<file path="src/rtl/wdt_pkg.sv">
package wdt_pkg;
  localparam int unsigned REG_W = 8;
  localparam logic [REG_W-1:0] MODE_RESET  = 8'h67;
  localparam logic [2:0]       MODE_TAG    = 3'b011;
  localparam logic [REG_W-1:0] RESTART_KEY = 8'hAC;

  typedef enum logic [1:0] {
    SRC_LOW  = 2'b00,
    SRC_SYS  = 2'b01,
    SRC_STOP = 2'b10
  } wdt_src_e;
endpackage

</file>
<file path="src/rtl/wdt_rst_sync.sv">
module wdt_rst_sync #(
  parameter int unsigned STAGES = 2
) (
  input  logic clk,
  input  logic rst_n,
  output logic rst_sync_n
);
  logic [STAGES-1:0] chain_q;
  logic [STAGES-1:0] chain_d;

  always_comb begin
    chain_d = {chain_q[STAGES-2:0], 1'b1};
  end

  always_ff @(posedge clk or negedge rst_n) begin
    if (!rst_n) chain_q <= '0;
    else        chain_q <= chain_d;
  end

  assign rst_sync_n = chain_q[STAGES-1];
endmodule

</file>
<file path="src/rtl/wdt_mode_reg.sv">
module wdt_mode_reg
  import wdt_pkg::*;
(
  input  logic             clk,
  input  logic             rst_n,
  input  logic             wr_mode,
  input  logic [REG_W-1:0] wdata,
  output logic [REG_W-1:0] mode_q,
  output logic             accept
);
  logic             locked_q, locked_d;
  logic [REG_W-1:0] mode_d;

  always_comb begin
    accept   = wr_mode && !locked_q && (wdata[7:5] == MODE_TAG);
    mode_d   = mode_q;
    locked_d = locked_q;
    if (accept) begin
      mode_d   = wdata;
      locked_d = 1'b1;
    end
  end

  always_ff @(posedge clk or negedge rst_n) begin
    if (!rst_n) begin
      mode_q   <= MODE_RESET;
      locked_q <= 1'b0;
    end else begin
      mode_q   <= mode_d;
      locked_q <= locked_d;
    end
  end

  // after the single accepted write, the stored value never changes
  assert_write_once_R3: assert property (@(posedge clk) disable iff (!rst_n)
    (wr_mode && locked_q) |=> $stable(mode_q));
  // illegal tag bits leave the register untouched
  assert_illegal_ignored_R4: assert property (@(posedge clk) disable iff (!rst_n)
    (wr_mode && (wdata[7:5] != MODE_TAG)) |=> $stable(mode_q));
  // the stored value always carries the legal tag
  assert_tag_kept_R2: assert property (@(posedge clk) disable iff (!rst_n)
    mode_q[7:5] == MODE_TAG);
endmodule

</file>
<file path="src/rtl/wdt_src_sel.sv">
module wdt_src_sel
  import wdt_pkg::*;
#(
  parameter int unsigned LOW_EXP_BASE = 11,
  parameter int unsigned SYS_EXP_BASE = 13,
  parameter int unsigned SH_W         = 6
) (
  input  logic            clk,
  input  logic            rst_n,
  input  logic [1:0]      sel_bits,
  input  logic [2:0]      exp_bits,
  input  logic            ls_locked,
  input  logic            ls_strobe,
  input  logic            sys_strobe,
  output logic            tick,
  output logic [SH_W-1:0] shamt
);
  wdt_src_e src;

  always_comb begin
    if (ls_locked)              src = SRC_LOW;
    else if (sel_bits[1])       src = SRC_STOP;
    else if (sel_bits[0])       src = SRC_SYS;
    else                        src = SRC_LOW;
  end

  always_comb begin
    tick  = 1'b0;
    shamt = SH_W'(LOW_EXP_BASE) + SH_W'(exp_bits);
    unique case (src)
      SRC_LOW: tick = ls_strobe;
      SRC_SYS: begin
        tick  = sys_strobe;
        shamt = SH_W'(SYS_EXP_BASE) + SH_W'(exp_bits);
      end
      default: tick = 1'b0;
    endcase
  end

  // a stop code without the strap blocks every strobe
  assert_stop_no_tick_R5: assert property (@(posedge clk) disable iff (!rst_n)
    (!ls_locked && sel_bits[1]) |-> !tick);
  // the strap routes only the low-speed strobe
  assert_locked_low_R7: assert property (@(posedge clk) disable iff (!rst_n)
    (ls_locked && !ls_strobe) |-> !tick);
endmodule

</file>
<file path="src/rtl/wdt_counter.sv">
module wdt_counter #(
  parameter int unsigned CNT_W = 21,
  parameter int unsigned SH_W  = 6
) (
  input  logic            clk,
  input  logic            rst_n,
  input  logic            tick,
  input  logic [SH_W-1:0] shamt,
  input  logic            clear,
  input  logic            fault,
  output logic            req
);
  logic [CNT_W-1:0] cnt_q, cnt_d;
  logic [CNT_W-1:0] term;
  logic             at_term;
  logic             req_d;

  always_comb begin
    term    = (CNT_W'(1) << shamt) - CNT_W'(1);
    at_term = (cnt_q >= term);
    cnt_d   = cnt_q;
    req_d   = 1'b0;
    if (fault) begin
      cnt_d = '0;
      req_d = 1'b1;
    end else if (clear) begin
      cnt_d = '0;
    end else if (tick) begin
      if (at_term) begin
        cnt_d = '0;
        req_d = 1'b1;
      end else begin
        cnt_d = cnt_q + CNT_W'(1);
      end
    end
  end

  always_ff @(posedge clk or negedge rst_n) begin
    if (!rst_n) begin
      cnt_q <= '0;
      req   <= 1'b0;
    end else begin
      cnt_q <= cnt_d;
      req   <= req_d;
    end
  end

  // a request only follows a terminal strobe or a bad restart value
  assert_req_cause_R6: assert property (@(posedge clk) disable iff (!rst_n)
    $rose(req) |-> $past(fault || (tick && at_term && !clear)));
  // a good restart clears the count without a request
  assert_key_clear_R8: assert property (@(posedge clk) disable iff (!rst_n)
    (clear && !fault) |=> (cnt_q == '0) && !req);
  // without a strobe or restart the count holds
  assert_hold_R5: assert property (@(posedge clk) disable iff (!rst_n)
    (!tick && !clear && !fault) |=> $stable(cnt_q));
endmodule

</file>
<file path="src/rtl/wdog_timer.sv">
module wdog_timer
  import wdt_pkg::*;
#(
  parameter int unsigned LOW_EXP_BASE = 11,
  parameter int unsigned SYS_EXP_BASE = 13
) (
  input  logic       clk,
  input  logic       rst_n,
  input  logic       ls_strobe,
  input  logic       sys_strobe,
  input  logic       ls_locked,
  input  logic       bus_addr,
  input  logic       bus_wr,
  input  logic [7:0] bus_wdata,
  output logic [7:0] bus_rdata,
  output logic       wdt_reset_req
);
  localparam int unsigned MAX_BASE = (LOW_EXP_BASE > SYS_EXP_BASE) ? LOW_EXP_BASE : SYS_EXP_BASE;
  localparam int unsigned CNT_W    = MAX_BASE + 8;
  localparam int unsigned SH_W     = $clog2(CNT_W + 1);

  logic             rst_i_n;
  logic [REG_W-1:0] mode_q;
  logic             mode_accept;
  logic             wr_mode, wr_restart;
  logic             key_ok, key_bad;
  logic             tick;
  logic [SH_W-1:0]  shamt;

  always_comb begin
    wr_mode    = bus_wr && (bus_addr == 1'b0);
    wr_restart = bus_wr && (bus_addr == 1'b1);
    key_ok     = wr_restart && (bus_wdata == RESTART_KEY);
    key_bad    = wr_restart && (bus_wdata != RESTART_KEY);
    bus_rdata  = (bus_addr == 1'b0) ? mode_q : '0;
  end

  wdt_rst_sync #(.STAGES(2)) u_rst (
    .clk(clk), .rst_n(rst_n), .rst_sync_n(rst_i_n)
  );

  wdt_mode_reg u_mode (
    .clk(clk), .rst_n(rst_i_n), .wr_mode(wr_mode), .wdata(bus_wdata),
    .mode_q(mode_q), .accept(mode_accept)
  );

  wdt_src_sel #(
    .LOW_EXP_BASE(LOW_EXP_BASE), .SYS_EXP_BASE(SYS_EXP_BASE), .SH_W(SH_W)
  ) u_sel (
    .clk(clk), .rst_n(rst_i_n), .sel_bits(mode_q[4:3]), .exp_bits(mode_q[2:0]),
    .ls_locked(ls_locked), .ls_strobe(ls_strobe), .sys_strobe(sys_strobe),
    .tick(tick), .shamt(shamt)
  );

  wdt_counter #(.CNT_W(CNT_W), .SH_W(SH_W)) u_cnt (
    .clk(clk), .rst_n(rst_i_n), .tick(tick), .shamt(shamt),
    .clear(key_ok || mode_accept), .fault(key_bad), .req(wdt_reset_req)
  );

  // the reset request stays low in the first cycle after reset release
  assert_reset_quiet_R1: assert property (@(posedge clk) disable iff (!rst_i_n)
    $rose(rst_i_n) |-> !wdt_reset_req);
  // a bad restart value always yields a request next cycle
  assert_bad_key_R9: assert property (@(posedge clk) disable iff (!rst_i_n)
    key_bad |=> wdt_reset_req);
endmodule

</file>
<file path="config.mk">
export PLATFORM = sky130hd
export DESIGN_NAME = wdog_timer
export DESIGN_NICKNAME = d
export VERILOG_FILES = /design/src/rtl/wdt_pkg.sv /design/src/rtl/wdt_rst_sync.sv /design/src/rtl/wdt_mode_reg.sv /design/src/rtl/wdt_src_sel.sv /design/src/rtl/wdt_counter.sv /design/src/rtl/wdog_timer.sv
export SDC_FILE = /design/constraint.sdc
export NUM_CORES = 1
export LEC_CHECK = 0
export CORE_UTILIZATION = 65
export CTS_BUF_LIST = sky130_fd_sc_hd__clkbuf_8
export DETAILED_ROUTE_END_ITERATION = 12
export GPL_TIMING_DRIVEN = 0
export MAX_ROUTING_LAYER = met4
export PLACE_DENSITY = 0.88
export RECOVER_POWER = 50
export SYNTH_ARGS = -nofsm -noshare
export SYNTH_HDL_FRONTEND = slang
export SYNTH_SLANG_ARGS = --single-unit
</file>
<file path="constraint.sdc">
create_clock -name clk -period 4.7 [get_ports clk]
set_clock_uncertainty 0.2 [all_clocks]
set_input_delay 0.94 -clock clk [delete_from_list [all_inputs] [get_ports clk]]
set_output_delay 0.94 -clock clk [all_outputs]
set_load 0.01 [all_outputs]
</file>
==> key figures, run 1 <==
Flow run
  • Max_cap viols: 0

Finish
  • Layout cells sized above 1: 0.291
  • Area Growth Syn to Fin: 37.2%
  • Post-route core utilization: 0.951
  • Antenna Cells: 0
  • Total Nets Final: 439

Clocking
  • Root Driver: clkbuf_8
  • CTS tree: built
  • Num CTS Buffers: 5
  • Clk buf depth: 2
  • Clock Latency Late Sink: 0.31 ns
  • Clk sinks: 33
  • Clock slew at reported path FFs: 0.09 ns
  • H-tree levels: 2

Power
  • Combinational share of power: 0.699
  • Switching Share: 0.488
  • Peak VDD IR: 0.321 mV
  • Seq pwr share: 0.187
  • Pwr/cell area: 569 mW/mm²
  • Net Sw Power: 1.08 mW
  • P_int: 1.13 mW
  • Leakage Power: 1.65 nW
  • Clk pwr share: 0.114
  • Total power: 2.21 mW

Setup path
  • Top Family by Delay on Critical Path: compound AO/OA/AOI/OAI gates
  • RR Startpoint: u_mode.mode_q[0]
  • Reg2Reg Setup Slack: -0.71 ns
  • Crit-path max FO: 6
  • Critical path type: input pin to flip-flop
  • CP required: 4.71 ns
  • Max stage delay cell, worst path: fa_2
  • CP Cell Sequence: buf_8, nor2_4, nand2_2, ha_4, a21o_1, fa_2, buf_6, xor2_2, a211o_1, o21ai_4, a21oi_4, mux2_4, a2bb2oi_2, ha_1, nand4_1, buf_4, nor2_2, a221oi_2, buf_4, and3b_1, buf_8, buf_8, a31oi_2, mux2i_1
  • Worst path max stage delay: 0.48 ns
  • Crit. path cell count: 24
  • R2R Path End: u_cnt.cnt_q[15]
  • Critical path buffer and inverter count: 6
  • Worst EP arrival: 5.55 ns
  • Critical path endpoint category: flip-flop
  • R2R depth: 21
  • Cell mode on critical path: buf_8
  • Crit start category: input pin

Die
  • Initial core utilization: 0.693
  • Rows: 23
  • Die height: 68.0 µm
  • Die width: 68.0 µm
  • Ports: 24
  • Die ar.: 0.00463 mm²
  • Core footprint: 0.00409 mm²

Logic synthesis
  • Sequential area share after synthesis: 0.294
  • Largest cells by area after synthesis: dfrtp_1, ha_1, dfstp_2, nand2_1, nand3_1
  • FF+latch count, synth: 33
  • Net Count, Synth: 379
  • Mapped Cells: 338
  • Dominant synthesized flop cell: dfrtp_1
  • Synthesis warning total: 0
  • Cell variety after synth: 64
  • Post-Syn Area: 0.00283 mm²
  • Yosys top cell area share: 0.247
  • Avg Cell Area, Syn: 8.38 µm²
  • Top cell type by total area after synthesis: dfrtp_1
  • Async SR Flop Fraction: 1.00
  • Post-synth EDFFs: 0

Timing
  • Slew HR: 0.137
  • Setup slack after layout: -0.841 ns
  • Achievable Freq: 0.180 GHz
  • Final Max Tran Viols: 0
  • Actual slew at the worst max-slew pin: 1.29 ns
  • Crit path time final: 5.54 ns
  • Fin. Hold Viols: 0
  • Setup TNS: -14.72 ns
  • RSZ-0062 raised after global routing: yes
  • Final setup vio count: 22
  • Fin crit share: 1.18
  • Hold_ws: 0.171 ns

Placed design
  • Placer Congestion: 0.931
  • Final HPWL from detailed placement: 5.46 mm
  • Pre-CTS worst setup slack: -1.88 ns
  • Input/output buffers: 23

Min path
  • Hold Crit Depth: 0
  • Hold path start: u_rst.chain_q[0]
  • Hold Crit Class: flip-flop to flip-flop
  • Worst Hold Endpoint: u_rst.chain_q[1]

Global routing
  • Grt total ovfl: 0
  • Vias in the first global route: 2890
  • First-pass GRT wire length: 13.6 mm
  • GRT Total Usage: 0.414
  • Pin count of the biggest net entering global routing: 32
  • Initial antenna violation count: 0

Detailed routing
  • DRT met1 WL: 3.97 mm
  • Max Used Layer: met4
  • Vias: 3637
  • Met3 routed WL: 1.85 mm
  • Antenna Violating Nets Remaining: 0
  • Via density: 8.10
  • Met2 wire len: 5.19 mm
  • Starting DRC count in detailed routing: 877
  • DRC: 0
  • DRT Wirelength: 12.3 mm
  • Routed WL per cell: 27.3 µm
  • DRT Pass-1 Iters: 7

Status
  • Failing checks: negative setup slack
  • Run status: finished with violations
-- worst max path at each step --
stage / from / endpoint / slack (ns)
2_1_floorplan: ls_locked / u_cnt.cnt_q[20] / -0.76
3_3_place_gp: ls_locked / u_cnt.cnt_q[5] / -1.73
3_5_place_dp: ls_locked / u_cnt.cnt_q[12] / -1.88
4_1_cts: ls_locked / u_cnt.cnt_q[20] / -0.52
5_1_grt: ls_locked / u_cnt.cnt_q[15] / -1.05
6_report: ls_locked / u_cnt.cnt_q[15] / -0.84
-- power by group through the flow --
stage | combinational (mW) | clock [mW] | sequential (mW)
2_1_floorplan | 0.757 | 0 | 0.380
3_3_place_gp | 0.923 | 0 | 0.398
3_5_place_dp | 0.959 | 0 | 0.401
4_1_cts | 1.17 | 0.231 | 0.400
5_1_grt | 1.65 | 0.257 | 0.417
6_report | 1.55 | 0.251 | 0.414
-- flip-flops by register name, indices dropped and copies added (netlist names) --
register and cells:
u_cnt.cnt_q 21, u_mode.mode_q 8, u_rst.chain_q 2, u_cnt.req 1, u_mode.locked_q 1
-- synthesized netlist by cell type, types with 6 or more instances --
master	count
a21oi_1	20
a31oi_1	15
buf_2	6
clkbuf_1	12
dfrtp_1	28
ha_1	25
inv_1	13
mux2i_1	7
nand2_1	29
nand2b_1	8
nand3_1	21
nand4_1	13
nor2_1	18
nor2b_1	12
nor3_1	9
o21ai_0	7
o21ai_1	7
xor2_1	6
-- per-stage QoR --
stage          instance area, µm²  std cells
2_1_floorplan                2930        338
5_1_grt                      3890        449
3_5_place_dp                 3220        411
3_3_place_gp                 3220        411
4_1_cts                      3640        440
6_report                     3890        449
-- logic make-up after synthesis --
| kind of cell | after synthesis | synth area share |
|---|---|---|
| XOR/XNOR | 7 | 0.0216 |
| other | 1 | 0.00132 |
| flip-flops | 33 | 0.294 |
| AO/OA/AOI/OAI | 80 | 0.182 |
| multiplexers | 13 | 0.0486 |
| adder cells (fa/ha/maj) | 26 | 0.117 |
| AND/OR/NAND/NOR | 146 | 0.290 |
| buffers and inverters | 32 | 0.0451 |
-- repair_timing --
action	CTS	global route
gates resized for setup	47	38
endpoints found under the setup margin	22	22
pin swaps	22	19
hold buffers	0	0
cloned	3	0
buffers inserted	20	11
-- layer usage --
layer  track usage  up-vias
met5             -        -
met4         0.203        0
met3        0.0700      200
met2         0.684      450
met1         0.484     1612
li1              -     1375
-- cells in the final DEF, fill, tap and decap left out, drive strengths merged, types with 2 or more instances in the layout --
cell type	n
ha	25
a21o	3
inv	13
nand3b	4
clkinv	2
a211oi	3
o22ai	2
mux2	6
and3	3
nor4	2
nor3b	2
a31oi	15
or3	3
clkbuf	11
nand4b	2
dfstp	5
clkdlybuf4s50	22
dfrtp	28
nor3	10
or4	2
nand2b	8
nand4	14
o21ai	15
nor2b	12
o22a	2
and2	3
xor2	6
a21oi	21
mux2i	7
or2	5
nand2	29
o21a	3
nand3	21
o211ai	5
buf	45
nor4bb	3
nor2	18
-- area by class of cell --
class	instances	area [µm²]
Sequential cell	33	832
Timing Repair Buffer	57	528
Fill cell	111	199
Clock buffer	6	82.6
Multi-Input combinational cell	273	2180
Tap cell	50	62.6
Inverter	13	48.8
Clock inverter	2	13.8
Buffer	15	136
(Power assumes the default switching activity.)
==> run 2: changes to the inputs <==
--- a/config.mk
+++ b/config.mk
@@ -5,13 +5,16 @@
 export SDC_FILE = /design/constraint.sdc
 export NUM_CORES = 1
 export LEC_CHECK = 0
-export CORE_UTILIZATION = 65
+export CELL_PAD_IN_SITES_DETAIL_PLACEMENT = 2
+export CELL_PAD_IN_SITES_GLOBAL_PLACEMENT = 2
+export CORE_UTILIZATION = 40
 export CTS_BUF_LIST = sky130_fd_sc_hd__clkbuf_8
 export DETAILED_ROUTE_END_ITERATION = 12
 export GPL_TIMING_DRIVEN = 0
 export MAX_ROUTING_LAYER = met4
-export PLACE_DENSITY = 0.88
+export PLACE_DENSITY_LB_ADDON = 0.1
 export RECOVER_POWER = 50
+export SLEW_MARGIN = 20
 export SYNTH_ARGS = -nofsm -noshare
 export SYNTH_HDL_FRONTEND = slang
 export SYNTH_SLANG_ARGS = --single-unit
==> run 2 against run 1 <==
  * The run now fails in global routing
  * Area after synthesis did not move
  * Synthesized cell count did not move
==> key figures, run 2 <==
Global routing
  • Initial antenna violation count: 0
  • Pin count of the biggest net entering global routing: 32

Logic synthesis
  • Mapped Cells: 338
  • Largest cells by area after synthesis: dfrtp_1, ha_1, dfstp_2, nand2_1, nand3_1
  • Top cell type by total area after synthesis: dfrtp_1
  • Avg Cell Area, Syn: 8.38 µm²
  • Cell variety after synth: 64
  • Async SR Flop Fraction: 1.00
  • Sequential area share after synthesis: 0.294
  • FF+latch count, synth: 33
  • Net Count, Synth: 379
  • Post-Syn Area: 0.00283 mm²
  • Post-synth top cells: nand2_1, dfrtp_1, ha_1
  • Yosys top cell area share: 0.247
  • Post-synth EDFFs: 0
  • Dominant synthesized flop cell: dfrtp_1
  • Most frequent cell after synthesis: nand2_1
  • Synthesis warning total: 0

Timing
  • Grt repair worst endpoint: u_cnt.cnt_q[1]$_DFFE_PN0P_/D
  • Worst endpoint type: sequential cell input

Clocking
  • Root Driver: clkbuf_8
  • H-tree levels: 2
  • Clk buf depth: 2
  • Hold_buf cts: 0
  • Num CTS Buffers: 5
  • Clk sinks: 33

Status
  • Run status: did not finish
  • Tool error: [ERROR DPL-0033] detailed placement checks failed during check placement.
  • Failing step: global routing

Placed design
  • Placer Congestion: 0.766
  • Input/output buffers: 23
  • Final HPWL from detailed placement: 7.59 mm
  • Placed Cells: 457

Die
  • Ports: 24
  • Initial core utilization: 0.415
  • Die height: 86.2 µm
  • Rows: 30
  • Die width: 86.2 µm
## run 2: cell counts after synthesis
No cell type changed its count.
## run 2: repair_timing
action	4_1_cts
cloned	4
buffers inserted	23
gates resized for setup	52
pin swaps	18
setup endpoints to repair	22
## run 2: cells by family after synthesis
family	count (synthesis)	share of synthesized area
flops	33	0.294
simple gates	146	0.290
fa+ha+maj	26	0.117
mux	13	0.0486
buf+inv	32	0.0451
xor+xnor	7	0.0216
compound gates	80	0.182
other cells	1	0.00132
## run 2: stage by stage
| stage | area, µm² | setup slack [ns] | utilization | hold WS (ns) |
|---|---|---|---|---|
| after global placement | 3280 | -1.89 | 0.479 | 0.144 |
| after CTS | 3860 | -0.755 | 0.565 | 0.167 |
| after detailed placement | 3280 | -2.09 | 0.480 | 0.137 |
| after floorplan | 2930 | -0.761 | - | 0.131 |
==> run 3: changes to the inputs <==
--- a/config.mk
+++ b/config.mk
@@ -5,14 +5,10 @@
 export SDC_FILE = /design/constraint.sdc
 export NUM_CORES = 1
 export LEC_CHECK = 0
-export CELL_PAD_IN_SITES_DETAIL_PLACEMENT = 2
-export CELL_PAD_IN_SITES_GLOBAL_PLACEMENT = 2
 export CORE_UTILIZATION = 40
-export CTS_BUF_LIST = sky130_fd_sc_hd__clkbuf_8
 export DETAILED_ROUTE_END_ITERATION = 12
 export GPL_TIMING_DRIVEN = 0
-export MAX_ROUTING_LAYER = met4
-export PLACE_DENSITY_LB_ADDON = 0.1
+export PLACE_DENSITY_LB_ADDON = 0.15
 export RECOVER_POWER = 50
 export SLEW_MARGIN = 20
 export SYNTH_ARGS = -nofsm -noshare
==> run 3 against run 2 <==
  * The flow now finishes, with violations (negative setup slack)
==> key figures, run 3 (synthesized netlist as in run 1, its figures left out) <==
Die
  • Core footprint: 0.00683 mm²
  • Die width: 86.2 µm
  • Die ar.: 0.00742 mm²
  • Die height: 86.2 µm
  • Rows: 30
  • Initial core utilization: 0.415
  • Ports: 24

Clocking
  • CTS tree: built
  • Num CTS Buffers: 5
  • Clock slew at reported path FFs: 0.07 ns
  • Clk buf depth: 2
  • Clock Latency Late Sink: 0.29 ns
  • Root Driver: clkbuf_8
  • Clk sinks: 33
  • H-tree levels: 2

Power
  • Peak VDD IR: 0.226 mV
  • Leakage Power: 1.58 nW
  • Pwr/cell area: 494 mW/mm²
  • Total power: 1.86 mW

Timing
  • Crit path time final: 5.13 ns
  • Final setup vio count: 22
  • Achievable Freq: 0.195 GHz
  • Fin. Hold Viols: 0
  • Actual slew at the worst max-slew pin: 1.28 ns
  • Fin crit share: 1.09
  • Setup slack after layout: -0.428 ns
  • Setup TNS: -8.14 ns
  • Final Max Tran Viols: 0
  • RSZ-0062 raised after global routing: yes
  • Slew HR: 0.144

Min path
  • Hold Crit Depth: 0
  • Worst Hold Endpoint: u_rst.chain_q[1]
  • Hold path start: u_rst.chain_q[0]
  • Hold Crit Class: flip-flop to flip-flop

Detailed routing
  • Via density: 5.69
  • DRC: 0
  • DRT Pass-1 Iters: 5
  • Antenna Violating Nets Remaining: 0
  • DRT Wirelength: 8.07 mm
  • Starting DRC count in detailed routing: 116
  • Vias: 2775
  • Routed WL per cell: 16.5 µm

Global routing
  • First-pass GRT wire length: 13.3 mm
  • Grt total ovfl: 0
  • GRT Total Usage: 0.231
  • Vias in the first global route: 2679
  • Initial antenna violation count: 0
  • Pin count of the biggest net entering global routing: 32

Setup path
  • Crit-path max FO: 10
  • Reg2Reg Setup Slack: -0.19 ns
  • RR Startpoint: u_mode.mode_q[4]
  • Critical path endpoint category: flip-flop
  • R2R Path End: u_cnt.cnt_q[15]
  • Crit start category: input pin
  • R2R depth: 21
  • Worst EP arrival: 5.10 ns
  • Critical path type: input pin to flip-flop
  • CP required: 4.67 ns

Finish
  • Fillers: 650
  • Layout cells sized above 1: 0.232
  • Most common cell after layout, fill and taps aside: dfrtp_1
  • Most frequent cells in the layout: dfrtp_1, nand2_1, ha_1, buf_4, clkdlybuf4s50_1
  • Antenna Cells: 0
  • Max FFs per register: 21
  • Total Nets Final: 432
  • Area Growth Syn to Fin: 32.6%
  • Largest regs: u_cnt.cnt_q: 21 flops, u_mode.mode_q: 8 flops, u_rst.chain_q: 2 flops
  • Post-route core utilization: 0.550
  • Top reg by flops: u_cnt.cnt_q
  • Area occupied by multi-input gates: 0.00207 mm²
  • Storage element area: 832 µm²

Placed design
  • Final HPWL from detailed placement: 5.62 mm
  • Placer Congestion: 0.847
  • Input/output buffers: 23

Flow run
  • Max_cap viols: 0

Status
  • Run status: finished with violations
  • Failing checks: negative setup slack
[run 3: what timing repair did]
action	4_1_cts	5_1_grt
gates resized for setup	34	22
endpoints found under the setup margin	22	22
gates cloned	2	0
buffers inserted	18	6
pin swaps	18	17
endpoints found under the hold margin	0	0
hold buffers	0	0
[run 3: routing by layer]
metal  up-vias  share of wire  global-route usage
met2        56           0.48               0.363
met4         0          0.017              0.0818
met1      1350           0.47               0.321
met5         -              0                   0
met3        11          0.034              0.0346
li1       1358              -                   -
[run 3: worst max-delay path: stages]
cell       delay [ns]
buf_8            0.10
nor2_4           0.07
nand2_2          0.09
ha_4             0.23
a21o_1           0.17
fa_2             0.41
buf_6            0.15
or4_4            0.54
ha_4             0.21
o21ai_4          0.12
a21oi_4          0.07
mux2_4           0.31
a2bb2oi_2        0.13
ha_1             0.29
nand4_1          0.14
buf_4            0.17
nor4_4           0.18
o211ai_1         0.14
buf_4            0.18
buf_4            0.18
a31oi_1          0.18
mux2i_1          0.10
[run 3: how the worst max path moves through the flow]
stage                    from              end  slack (ns)
detailed placement  ls_locked  u_cnt.cnt_q[12]       -1.96
global placement    ls_locked  u_cnt.cnt_q[13]       -1.89
global route        ls_locked  u_cnt.cnt_q[19]       -0.57
CTS                 ls_locked  u_cnt.cnt_q[15]       -0.48
finish              ls_locked  u_cnt.cnt_q[15]       -0.43
floorplan           ls_locked  u_cnt.cnt_q[20]       -0.76
[run 3: through the flow]
stage	hold slack (ns)	setup WS, ns	cell area (µm²)	std cells
6_report	0.140	-0.428	3760	488
3_3_place_gp	0.139	-1.89	3280	457
5_1_grt	0.149	-0.572	3760	488
2_1_floorplan	0.131	-0.761	2930	338
4_1_cts	0.147	-0.479	3620	483
3_5_place_dp	0.141	-1.96	3280	457
[run 3: area by class of cell]
type | instances | share of cell area
Multi-Input combinational cell | 273 | 0.550
Sequential cell | 33 | 0.222
Timing Repair Buffer | 48 | 0.123
Buffer | 17 | 0.0366
Tap cell | 96 | 0.0320
Clock buffer | 8 | 0.0240
Inverter | 13 | 0.0130
[run 3: power breakdown]
part | switching [mW] | leakage [nW] | internal (mW)
combinational | 0.642 | 1.11 | 0.585
clock | 0.109 | 0.0455 | 0.120
sequential | 0.0679 | 0.426 | 0.334
